File: src/rtl/cmp_timer_pkg.sv
`timescale 1ns/1ps
package cmp_timer_pkg;
  typedef enum logic [1:0] {
    TRIG_NONE = 2'd0,
    TRIG_OVF  = 2'd1,
    TRIG_BOTH = 2'd2,
    TRIG_RSVD = 2'd3
  } trig_mode_e;

  typedef struct packed {
    logic       pin_in;
    logic       cap_second;
    logic       toggle;
    trig_mode_e trig;
    logic [1:0] cap_edge;
    logic       dflt;
    logic       cmp_en;
    logic       pre_en;
    logic [2:0] pre_val;
    logic       reload;
    logic       run;
  } ctrl_t;

  localparam int CTRL_W = $bits(ctrl_t);
  localparam int N_EV   = 3;
  localparam int EV_MAT = 0;
  localparam int EV_OVF = 1;
  localparam int EV_CAP = 2;

  localparam logic [3:0] A_ID    = 4'h0;
  localparam logic [3:0] A_CFG   = 4'h1;
  localparam logic [3:0] A_RSTS  = 4'h2;
  localparam logic [3:0] A_STAT  = 4'h3;
  localparam logic [3:0] A_IEN   = 4'h4;
  localparam logic [3:0] A_WEN   = 4'h5;
  localparam logic [3:0] A_CTRL  = 4'h6;
  localparam logic [3:0] A_CNT   = 4'h7;
  localparam logic [3:0] A_LOAD  = 4'h8;
  localparam logic [3:0] A_TRIG  = 4'h9;
  localparam logic [3:0] A_MATCH = 4'hA;
  localparam logic [3:0] A_POST  = 4'hB;
endpackage

File: src/rtl/cmp_timer_presc.sv
`timescale 1ns/1ps
module cmp_timer_presc #(
  parameter int PS_W = 3
) (
  input  logic            clk_i,
  input  logic            rst_ni,
  input  logic            srst_i,
  input  logic            run_i,
  input  logic            en_i,
  input  logic [PS_W-1:0] sel_i,
  output logic            tick_o
);
  localparam int DIV_W = 1 << PS_W;

  logic [DIV_W-1:0] div_q, lim;

  always_comb begin
    for (int i = 0; i < DIV_W; i++) lim[i] = (i <= int'(sel_i));
  end

  assign tick_o = run_i & (~en_i | (div_q == lim));

  always_ff @(posedge clk_i or negedge rst_ni) begin
    if (!rst_ni)                        div_q <= '0;
    else if (srst_i || !run_i || !en_i) div_q <= '0;
    else if (tick_o)                    div_q <= '0;
    else                                div_q <= div_q + 1'b1;
  end

  // divided ticks are never back to back
  p_presc_gap_r3: assert property (@(posedge clk_i) disable iff (!rst_ni)
    (tick_o && en_i && !srst_i) |=> (!tick_o || !en_i));
endmodule

File: src/rtl/cmp_timer_cnt.sv
`timescale 1ns/1ps
module cmp_timer_cnt #(
  parameter int W = 32
) (
  input  logic         clk_i,
  input  logic         rst_ni,
  input  logic         srst_i,
  input  logic         tick_i,
  input  logic         reload_en_i,
  input  logic         cmp_en_i,
  input  logic         wr_i,
  input  logic [W-1:0] wr_val_i,
  input  logic         trig_i,
  input  logic [W-1:0] load_i,
  input  logic [W-1:0] match_i,
  output logic [W-1:0] cnt_o,
  output logic         ovf_o,
  output logic         match_o
);
  logic [W-1:0] cnt_q, nxt;
  logic         busy, at_max;

  assign busy    = wr_i | trig_i | srst_i;
  assign at_max  = &cnt_q;
  assign nxt     = cnt_q + 1'b1;
  assign ovf_o   = tick_i & ~busy & at_max;
  assign match_o = tick_i & ~busy & ~at_max & cmp_en_i & (nxt == match_i);
  assign cnt_o   = cnt_q;

  always_ff @(posedge clk_i or negedge rst_ni) begin
    if (!rst_ni)      cnt_q <= '0;
    else if (srst_i)  cnt_q <= '0;
    else if (wr_i)    cnt_q <= wr_val_i;
    else if (trig_i)  cnt_q <= load_i;
    else if (ovf_o)   cnt_q <= reload_en_i ? load_i : '0;
    else if (tick_i)  cnt_q <= nxt;
  end

  p_wr_load_r2: assert property (@(posedge clk_i) disable iff (!rst_ni)
    (wr_i && !srst_i) |=> cnt_o == $past(wr_val_i));
  p_wrap_zero_r4: assert property (@(posedge clk_i) disable iff (!rst_ni)
    (ovf_o && !reload_en_i) |=> cnt_o == '0);
  p_wrap_load_r4: assert property (@(posedge clk_i) disable iff (!rst_ni)
    (ovf_o && reload_en_i) |=> cnt_o == $past(load_i));
  p_quiet_write_r12: assert property (@(posedge clk_i) disable iff (!rst_ni)
    (wr_i || trig_i) |-> !(ovf_o || match_o));
endmodule

File: src/rtl/cmp_timer_pin.sv
`timescale 1ns/1ps
module cmp_timer_pin
  import cmp_timer_pkg::*;
(
  input  logic       clk_i,
  input  logic       rst_ni,
  input  logic       srst_i,
  input  logic       run_i,
  input  trig_mode_e mode_i,
  input  logic       toggle_i,
  input  logic       dflt_i,
  input  logic       ovf_i,
  input  logic       match_i,
  output logic       pin_o
);
  logic lvl_q, pulse_q, use_ovf, fire, idle;

  assign use_ovf = (mode_i == TRIG_OVF) | (mode_i == TRIG_BOTH);
  assign fire    = (use_ovf & ovf_i) | ((mode_i == TRIG_BOTH) & match_i);
  assign idle    = ~run_i | ~use_ovf;

  always_ff @(posedge clk_i or negedge rst_ni) begin
    if (!rst_ni) begin
      lvl_q   <= 1'b0;
      pulse_q <= 1'b0;
    end else if (srst_i) begin
      lvl_q   <= 1'b0;
      pulse_q <= 1'b0;
    end else begin
      pulse_q <= ~idle & fire & ~toggle_i;
      if (idle)                lvl_q <= dflt_i;
      else if (fire & toggle_i) lvl_q <= ~lvl_q;
    end
  end

  // pulse inverts the resting level for one cycle
  assign pin_o = lvl_q ^ pulse_q;

  p_idle_level_r7: assert property (@(posedge clk_i) disable iff (!rst_ni)
    (!srst_i && idle) |=> lvl_q == $past(dflt_i));
  p_toggle_r6: assert property (@(posedge clk_i) disable iff (!rst_ni)
    (!srst_i && !idle && fire && toggle_i) |=> lvl_q != $past(lvl_q));
endmodule

File: src/rtl/cmp_timer_irq.sv
`timescale 1ns/1ps
module cmp_timer_irq #(
  parameter int N = 3
) (
  input  logic         clk_i,
  input  logic         rst_ni,
  input  logic         srst_i,
  input  logic [N-1:0] evt_i,
  input  logic [N-1:0] ien_i,
  input  logic [N-1:0] wen_i,
  input  logic         clr_i,
  input  logic [N-1:0] clr_mask_i,
  output logic [N-1:0] status_o,
  output logic         irq_o,
  output logic         wake_o
);
  logic [N-1:0] stat_q, keep;
  logic         wake_q;

  assign keep = clr_i ? ~clr_mask_i : '1;

  always_ff @(posedge clk_i or negedge rst_ni) begin
    if (!rst_ni) begin
      stat_q <= '0;
      wake_q <= 1'b0;
    end else if (srst_i) begin
      stat_q <= '0;
      wake_q <= 1'b0;
    end else begin
      stat_q <= (stat_q & keep) | (evt_i & ien_i);
      wake_q <= |(evt_i & wen_i);
    end
  end

  assign status_o = stat_q;
  assign irq_o    = |stat_q;
  assign wake_o   = wake_q;

  p_set_raises_r8: assert property (@(posedge clk_i) disable iff (!rst_ni)
    (!srst_i && |(evt_i & ien_i)) |=> irq_o);
  p_masked_r8: assert property (@(posedge clk_i) disable iff (!rst_ni)
    (!srst_i && !irq_o && (evt_i & ien_i) == '0) |=> !irq_o);
  p_wake_r9: assert property (@(posedge clk_i) disable iff (!rst_ni)
    (!srst_i && |(evt_i & wen_i)) |=> wake_o);
  p_wake_idle_r9: assert property (@(posedge clk_i) disable iff (!rst_ni)
    ((evt_i & wen_i) == '0) |=> !wake_o);
endmodule

File: src/rtl/cmp_timer.sv
`timescale 1ns/1ps
module cmp_timer
  import cmp_timer_pkg::*;
#(
  parameter int          DW     = 32,
  parameter int          PS_W   = 3,
  parameter logic [31:0] ID_VAL = 32'h21,
  parameter logic [31:0] CFG_MASK = 32'h33D
) (
  input  logic          clk_i,
  input  logic          rst_ni,
  input  logic          we_i,
  input  logic [3:0]    addr_i,
  input  logic [DW-1:0] wdata_i,
  output logic [DW-1:0] rdata_o,
  input  logic          cap_evt_i,
  output logic          irq_o,
  output logic          wake_o,
  output logic          pin_o,
  output logic          pin_oe_o
);
  ctrl_t            ctrl_q;
  logic [DW-1:0]    cfg_q, load_q, match_q, cnt;
  logic [N_EV-1:0]  ien_q, wen_q, status, evt;
  logic             posted_q, srst, wr_cnt, wr_trig, tick, ovf, mat;

  assign srst    = we_i && addr_i == A_CFG && wdata_i[1];
  assign wr_cnt  = we_i && addr_i == A_CNT;
  assign wr_trig = we_i && addr_i == A_TRIG;

  always_ff @(posedge clk_i or negedge rst_ni) begin
    if (!rst_ni) begin
      ctrl_q <= '0; cfg_q <= '0; load_q <= '0; match_q <= '0;
      ien_q <= '0; wen_q <= '0; posted_q <= 1'b1;
    end else if (srst) begin
      ctrl_q <= '0; cfg_q <= '0; load_q <= '0; match_q <= '0;
      ien_q <= '0; wen_q <= '0; posted_q <= 1'b1;
    end else begin
      if (we_i) begin
        case (addr_i)
          A_CFG:   cfg_q    <= wdata_i & CFG_MASK;
          A_IEN:   ien_q    <= wdata_i[N_EV-1:0];
          A_WEN:   wen_q    <= wdata_i[N_EV-1:0];
          A_LOAD:  load_q   <= wdata_i;
          A_MATCH: match_q  <= wdata_i;
          A_POST:  posted_q <= wdata_i[2];
          default: ;
        endcase
      end
      if (we_i && addr_i == A_CTRL) ctrl_q <= ctrl_t'(wdata_i[CTRL_W-1:0]);
      else if (ovf && !ctrl_q.reload) ctrl_q.run <= 1'b0;
    end
  end

  cmp_timer_presc #(.PS_W(PS_W)) u_presc (
    .clk_i, .rst_ni, .srst_i(srst), .run_i(ctrl_q.run),
    .en_i(ctrl_q.pre_en), .sel_i(ctrl_q.pre_val), .tick_o(tick)
  );

  cmp_timer_cnt #(.W(DW)) u_cnt (
    .clk_i, .rst_ni, .srst_i(srst), .tick_i(tick),
    .reload_en_i(ctrl_q.reload), .cmp_en_i(ctrl_q.cmp_en),
    .wr_i(wr_cnt), .wr_val_i(wdata_i), .trig_i(wr_trig),
    .load_i(load_q), .match_i(match_q),
    .cnt_o(cnt), .ovf_o(ovf), .match_o(mat)
  );

  cmp_timer_pin u_pin (
    .clk_i, .rst_ni, .srst_i(srst), .run_i(ctrl_q.run),
    .mode_i(ctrl_q.trig), .toggle_i(ctrl_q.toggle), .dflt_i(ctrl_q.dflt),
    .ovf_i(ovf), .match_i(mat), .pin_o
  );

  always_comb begin
    evt         = '0;
    evt[EV_MAT] = mat;
    evt[EV_OVF] = ovf;
    evt[EV_CAP] = cap_evt_i;
  end

  cmp_timer_irq #(.N(N_EV)) u_irq (
    .clk_i, .rst_ni, .srst_i(srst), .evt_i(evt), .ien_i(ien_q),
    .wen_i(wen_q), .clr_i(we_i && addr_i == A_STAT),
    .clr_mask_i(wdata_i[N_EV-1:0]), .status_o(status), .irq_o, .wake_o
  );

  assign pin_oe_o = ~ctrl_q.pin_in;

  always_comb begin
    rdata_o = '0;
    case (addr_i)
      A_ID:    rdata_o = ID_VAL;
      A_CFG:   rdata_o = cfg_q;
      A_RSTS:  rdata_o = DW'(1);
      A_STAT:  rdata_o = DW'(status);
      A_IEN:   rdata_o = DW'(ien_q);
      A_WEN:   rdata_o = DW'(wen_q);
      A_CTRL:  rdata_o = DW'(ctrl_q);
      A_CNT:   rdata_o = cnt;
      A_LOAD:  rdata_o = load_q;
      A_TRIG:  rdata_o = '1;
      A_MATCH: rdata_o = match_q;
      A_POST:  rdata_o = DW'({posted_q, 2'b00});
      default: rdata_o = '0;
    endcase
  end

  p_stop_on_wrap_r4: assert property (@(posedge clk_i) disable iff (!rst_ni)
    (ovf && !ctrl_q.reload && !we_i) |=> !ctrl_q.run);
  p_soft_reset_r11: assert property (@(posedge clk_i) disable iff (!rst_ni)
    srst |=> (ctrl_q == '0 && posted_q && !irq_o));
endmodule

File: config.mk
export PLATFORM = sky130hd
export DESIGN_NAME = cmp_timer
export DESIGN_NICKNAME = d
export VERILOG_FILES = /design/src/rtl/cmp_timer_pkg.sv /design/src/rtl/cmp_timer_presc.sv /design/src/rtl/cmp_timer_cnt.sv /design/src/rtl/cmp_timer_pin.sv /design/src/rtl/cmp_timer_irq.sv /design/src/rtl/cmp_timer.sv
export SDC_FILE = /design/constraint.sdc
export NUM_CORES = 1
export LEC_CHECK = 0
export BUFFER_PORTS_ARGS = -buffer_cell sky130_fd_sc_hd__buf_2
export CORE_UTILIZATION = 35
export DETAILED_ROUTE_END_ITERATION = 16
export MAX_ROUTING_LAYER = met4
export PLACE_DENSITY = 0.54
export SETUP_SLACK_MARGIN = 0.15
export SYNTH_ARGS = -nofsm -noshare
export SYNTH_HDL_FRONTEND = slang
export SYNTH_SLANG_ARGS = --single-unit
export TNS_END_PERCENT = 1
File: constraint.sdc
create_clock -name clk_i -period 4.3 [get_ports clk_i]
set_input_delay 0.86 -clock clk_i [delete_from_list [all_inputs] [get_ports clk_i]]
set_output_delay 0.86 -clock clk_i [all_outputs]
set_load 0.1 [all_outputs]
==> results.md <==
* Slew HR at 0.444
* First-pass iteration count of the detailed router at 5
* Delay of the slowest cell on the worst path at 720 ps
* First-pass GRT wire length at a little over 50000 um
* Setup-failing EPs final at 0
* Synth top area cells: dfrtp_1, nand2_1, a21oi_1, o21ai_0, a22oi_1
* Async set-or-reset flop fraction in the synthesized netlist at 1.00
* Leading cell type in the layout, fill and taps excluded: nand2_1
* CTS Root Cell: clkbuf_16
* CP delay by family, top: simple AND/OR/NAND/NOR gates
* Largest fanout on the critical path at 11
* Post-synth net total at 1154
* CP Data Arrival Time at 3980 ps
* Number of buffers on the longest clock path at 2
* Yosys warning total at 0
* Final critical path time including I/O delays and setup at between 3000 and 4000 ps
* Total wire length after detailed routing at about 33000 um
* First element of the critical path: u_cnt.cnt_o[3]
* Number of buffer and inverter instances along the worst setup path at 0
* Number of cell rows at 57
* Routability congestion estimate from global placement at roughly 0.94
* Clock group share of total power at 0.312
* Maximum number of pins on one net before global-route repair at 85
* Cell area after synthesis at a little under 9000 um2
* Std-Cell Core Area at ~25000 um2
* Total Die Area at between 20000 and 30000 um2
* Peak VDD IR at a little under 0.0002 V
* Combinational fraction of design power at 0.301
* Unrepaired setup endpoints after global routing: no
* Worst setup slack before clock tree synthesis at just over 400 ps
* Leakage at about 4.4 nW
* Buffers inserted by post-CTS timing repair at 0
* Sum of net half-perimeters after detailed placement at about 23000 um
* Final antenna diode count at 0
* Fillers at 2484
* Number of enable-type register cells in the synthesized netlist at 0
* Source-to-sink clock delay at the later pin of the worst-skew pair at 420 ps
* Post-synthesis cell type count at between 70 and 80
* Die H at 161 um
* Flip-flop and latch count after synthesis at roughly 140
* Top-level I/O count at 76
* Power spent charging and discharging nets at 2.08 mW
* Average footprint of a synthesized cell at approximately 8.0 um2
* GRT Resource Usage Total at 0.266
* Initial core utilization at 0.361
* Path class of the lowest-slack min-delay path: primary input to async pin
* Max Cap Viol at 0
* Final instance area at between 10000 and 15000 um2
* Via density at ~5.9
* Via count of the first global-routing pass at 8389
* Area post-placement at roughly 10000 um2
* Primary flip-flop cell chosen by synthesis mapping: dfrtp_1
* Number of DRC markers in iteration 0 at 802
* Count of final max-slew check failures at 0
* Number of antenna violations at the first check in global routing at 0
* Share of the yosys chip area belonging to registers at 0.392
* Number of levels in the clock H-tree at 4
* Post-detailed-route count of antenna-violating nets at 0
* Worst path cell trace: nand4_4 > or4_1 > nor4_1 > xor2_1 > xnor2_1 > nand4b_1 > nor4_2 > a31oi_1 > mux2_1
* Horizontal extent of the die at between 150 and 200 um
* Skew final at just over 9 ps
* DRC viols at 0
* Input/output buffers at 75
* Worst-Margin Slew at 833 ps
* Worst EP required at 4600 ps
* Final number of hold-violating endpoints at 0
* Area grow syn2layout at 20.0%
* Register clock-pin slew on the reported worst setup and hold paths at around 60 ps
* Status: completed
* Yosys top cell by area: dfrtp_1
* Setup WS post-layout at 623 ps
* TritonCTS sink count at ~140
* CP startpoint kind: register
* Seq pwr share at 0.388
* Crit Reg-Reg Startpoint: u_cnt.cnt_o[3]
* Power per standard cell area at 506 nW/um2
* CTS tree: yes
* Area share of the largest cell type after synthesis at 0.389
* Cell count after synthesis at between 1000 and 1500
* Num CTS Buffers at 17
* Crit Path Class: register to register
* Detailed-route wire length per cell at approximately 22 um
* Commonest cells after routing, fill and taps aside: nand2_1, dfrtp_1, a21oi_1
* Fraction of layout instances using a drive strength above 1 at 0.141
* Grt ovf at 0
* P_int at about 3.3 mW
* Cell with the largest stage delay on the worst path: or4_1
* Total vias in the final route at approximately 9000
* Crit end category: register
* Fin nets at 1182
* Maximum achievable frequency at between 200 and 300 MHz
* Period utilization at 0.855
* Switching share of power at 0.385
[per-stage QoR]
stage	hold WS [ps]	utilization	std cells	setup TNS (ps)	power, mW
5_1_grt	517	0.433	1474	0	5.67
6_report	485	0.433	1474	0	5.40
3_3_place_gp	467	0.406	1444	0	3.70
3_5_place_dp	476	0.406	1444	0	3.70
4_1_cts	489	0.433	1474	0	5.39
2_1_floorplan	449	-	1111	-546	3.15
[final timing paths]
path / to / slack (ps) / cells after the start
worst min register to register: cfg_q[5] / 490 / 2
worst max register to register: u_pin.lvl_q / 620 / 9
worst min-delay path: cfg_q[0] / 490 / 1
worst max-delay path: u_pin.lvl_q / 620 / 9
min in group clk_i: cfg_q[5] / 490 / 2
max in group asynchronous: u_cnt.cnt_o[22] / 2950 / 2
[flip-flops by register name (all words and copies together), names as in the netlist]
signal          count
u_cnt.cnt_o        32
ctrl_q             15
u_pin.lvl_q         1
wen_q               3
u_irq.status_o      3
posted_q            1
cfg_q               7
ien_q               3
u_pin.pulse_q       1
load_q             32
u_irq.wake_o        1
u_presc.div_q       8
match_q            32
[synth_stat cells (10+ instances only)]
cell type and count:
nand2_1 263, clkbuf_1 72, and3_1 11, nor4_1 12, a21oi_1 110, nand3_1 35
dfrtp_1 138, inv_1 18, nor3_1 12, nor2b_1 14, a221o_1 24, o21ai_0 84
xnor2_1 26, nand4_1 21, a22oi_1 41, xor2_1 31, nor2_1 47, buf_4 10
[power groups by stage]
stage	sequential [mW]	clock, mW	combinational, mW
global route	2.13	1.76	1.78
floorplan	1.79	0	1.35
CTS	2.08	1.69	1.62
detailed placement	2.10	0	1.61
finish	2.09	1.68	1.62
global placement	2.09	0	1.60
[what timing repair did]
action,4_1_cts,5_1_grt
gates resized for setup,0,1
hold buffers,0,0
endpoints found under the setup margin,0,1
hold endpoints to repair,0,0
[cell families (layout without fill, tap and decap cells)]
family | count (synthesis) | after routing | synth area share
AO/OA/AOI/OAI | 326 | 326 | 0.234
flip-flops | 139 | 139 | 0.392
buffers and inverters | 114 | 153 | 0.0543
adder cells (fa/ha/maj) | 3 | 3 | 0.00423
AND/OR/NAND/NOR | 466 | 466 | 0.252
multiplexers | 6 | 6 | 0.00691
XOR/XNOR | 57 | 57 | 0.0562
[routing by layer]
metal  global-route usage  vias up  share of wire
li1                     -     4030              -
met1                0.379     4358           0.47
met2                0.391      324           0.46
met3               0.0334       40          0.058
met4               0.0802        0          0.017
met5                    -        -              0
[final cells by class]
class / count / area [um2] / share of cell area
clock buffer: 19 / 433 / 0.0406
clock inverter: 11 / 219 / 0.0205
inverter: 18 / 67.6 / 0.00634
multi-input combinational: 858 / 4980 / 0.467
sequential: 139 / 3480 / 0.327
tap: 324 / 405 / 0.0380
timing repair buffer: 105 / 1070 / 0.101
Note: power is estimated with default switching activity, not from simulation.
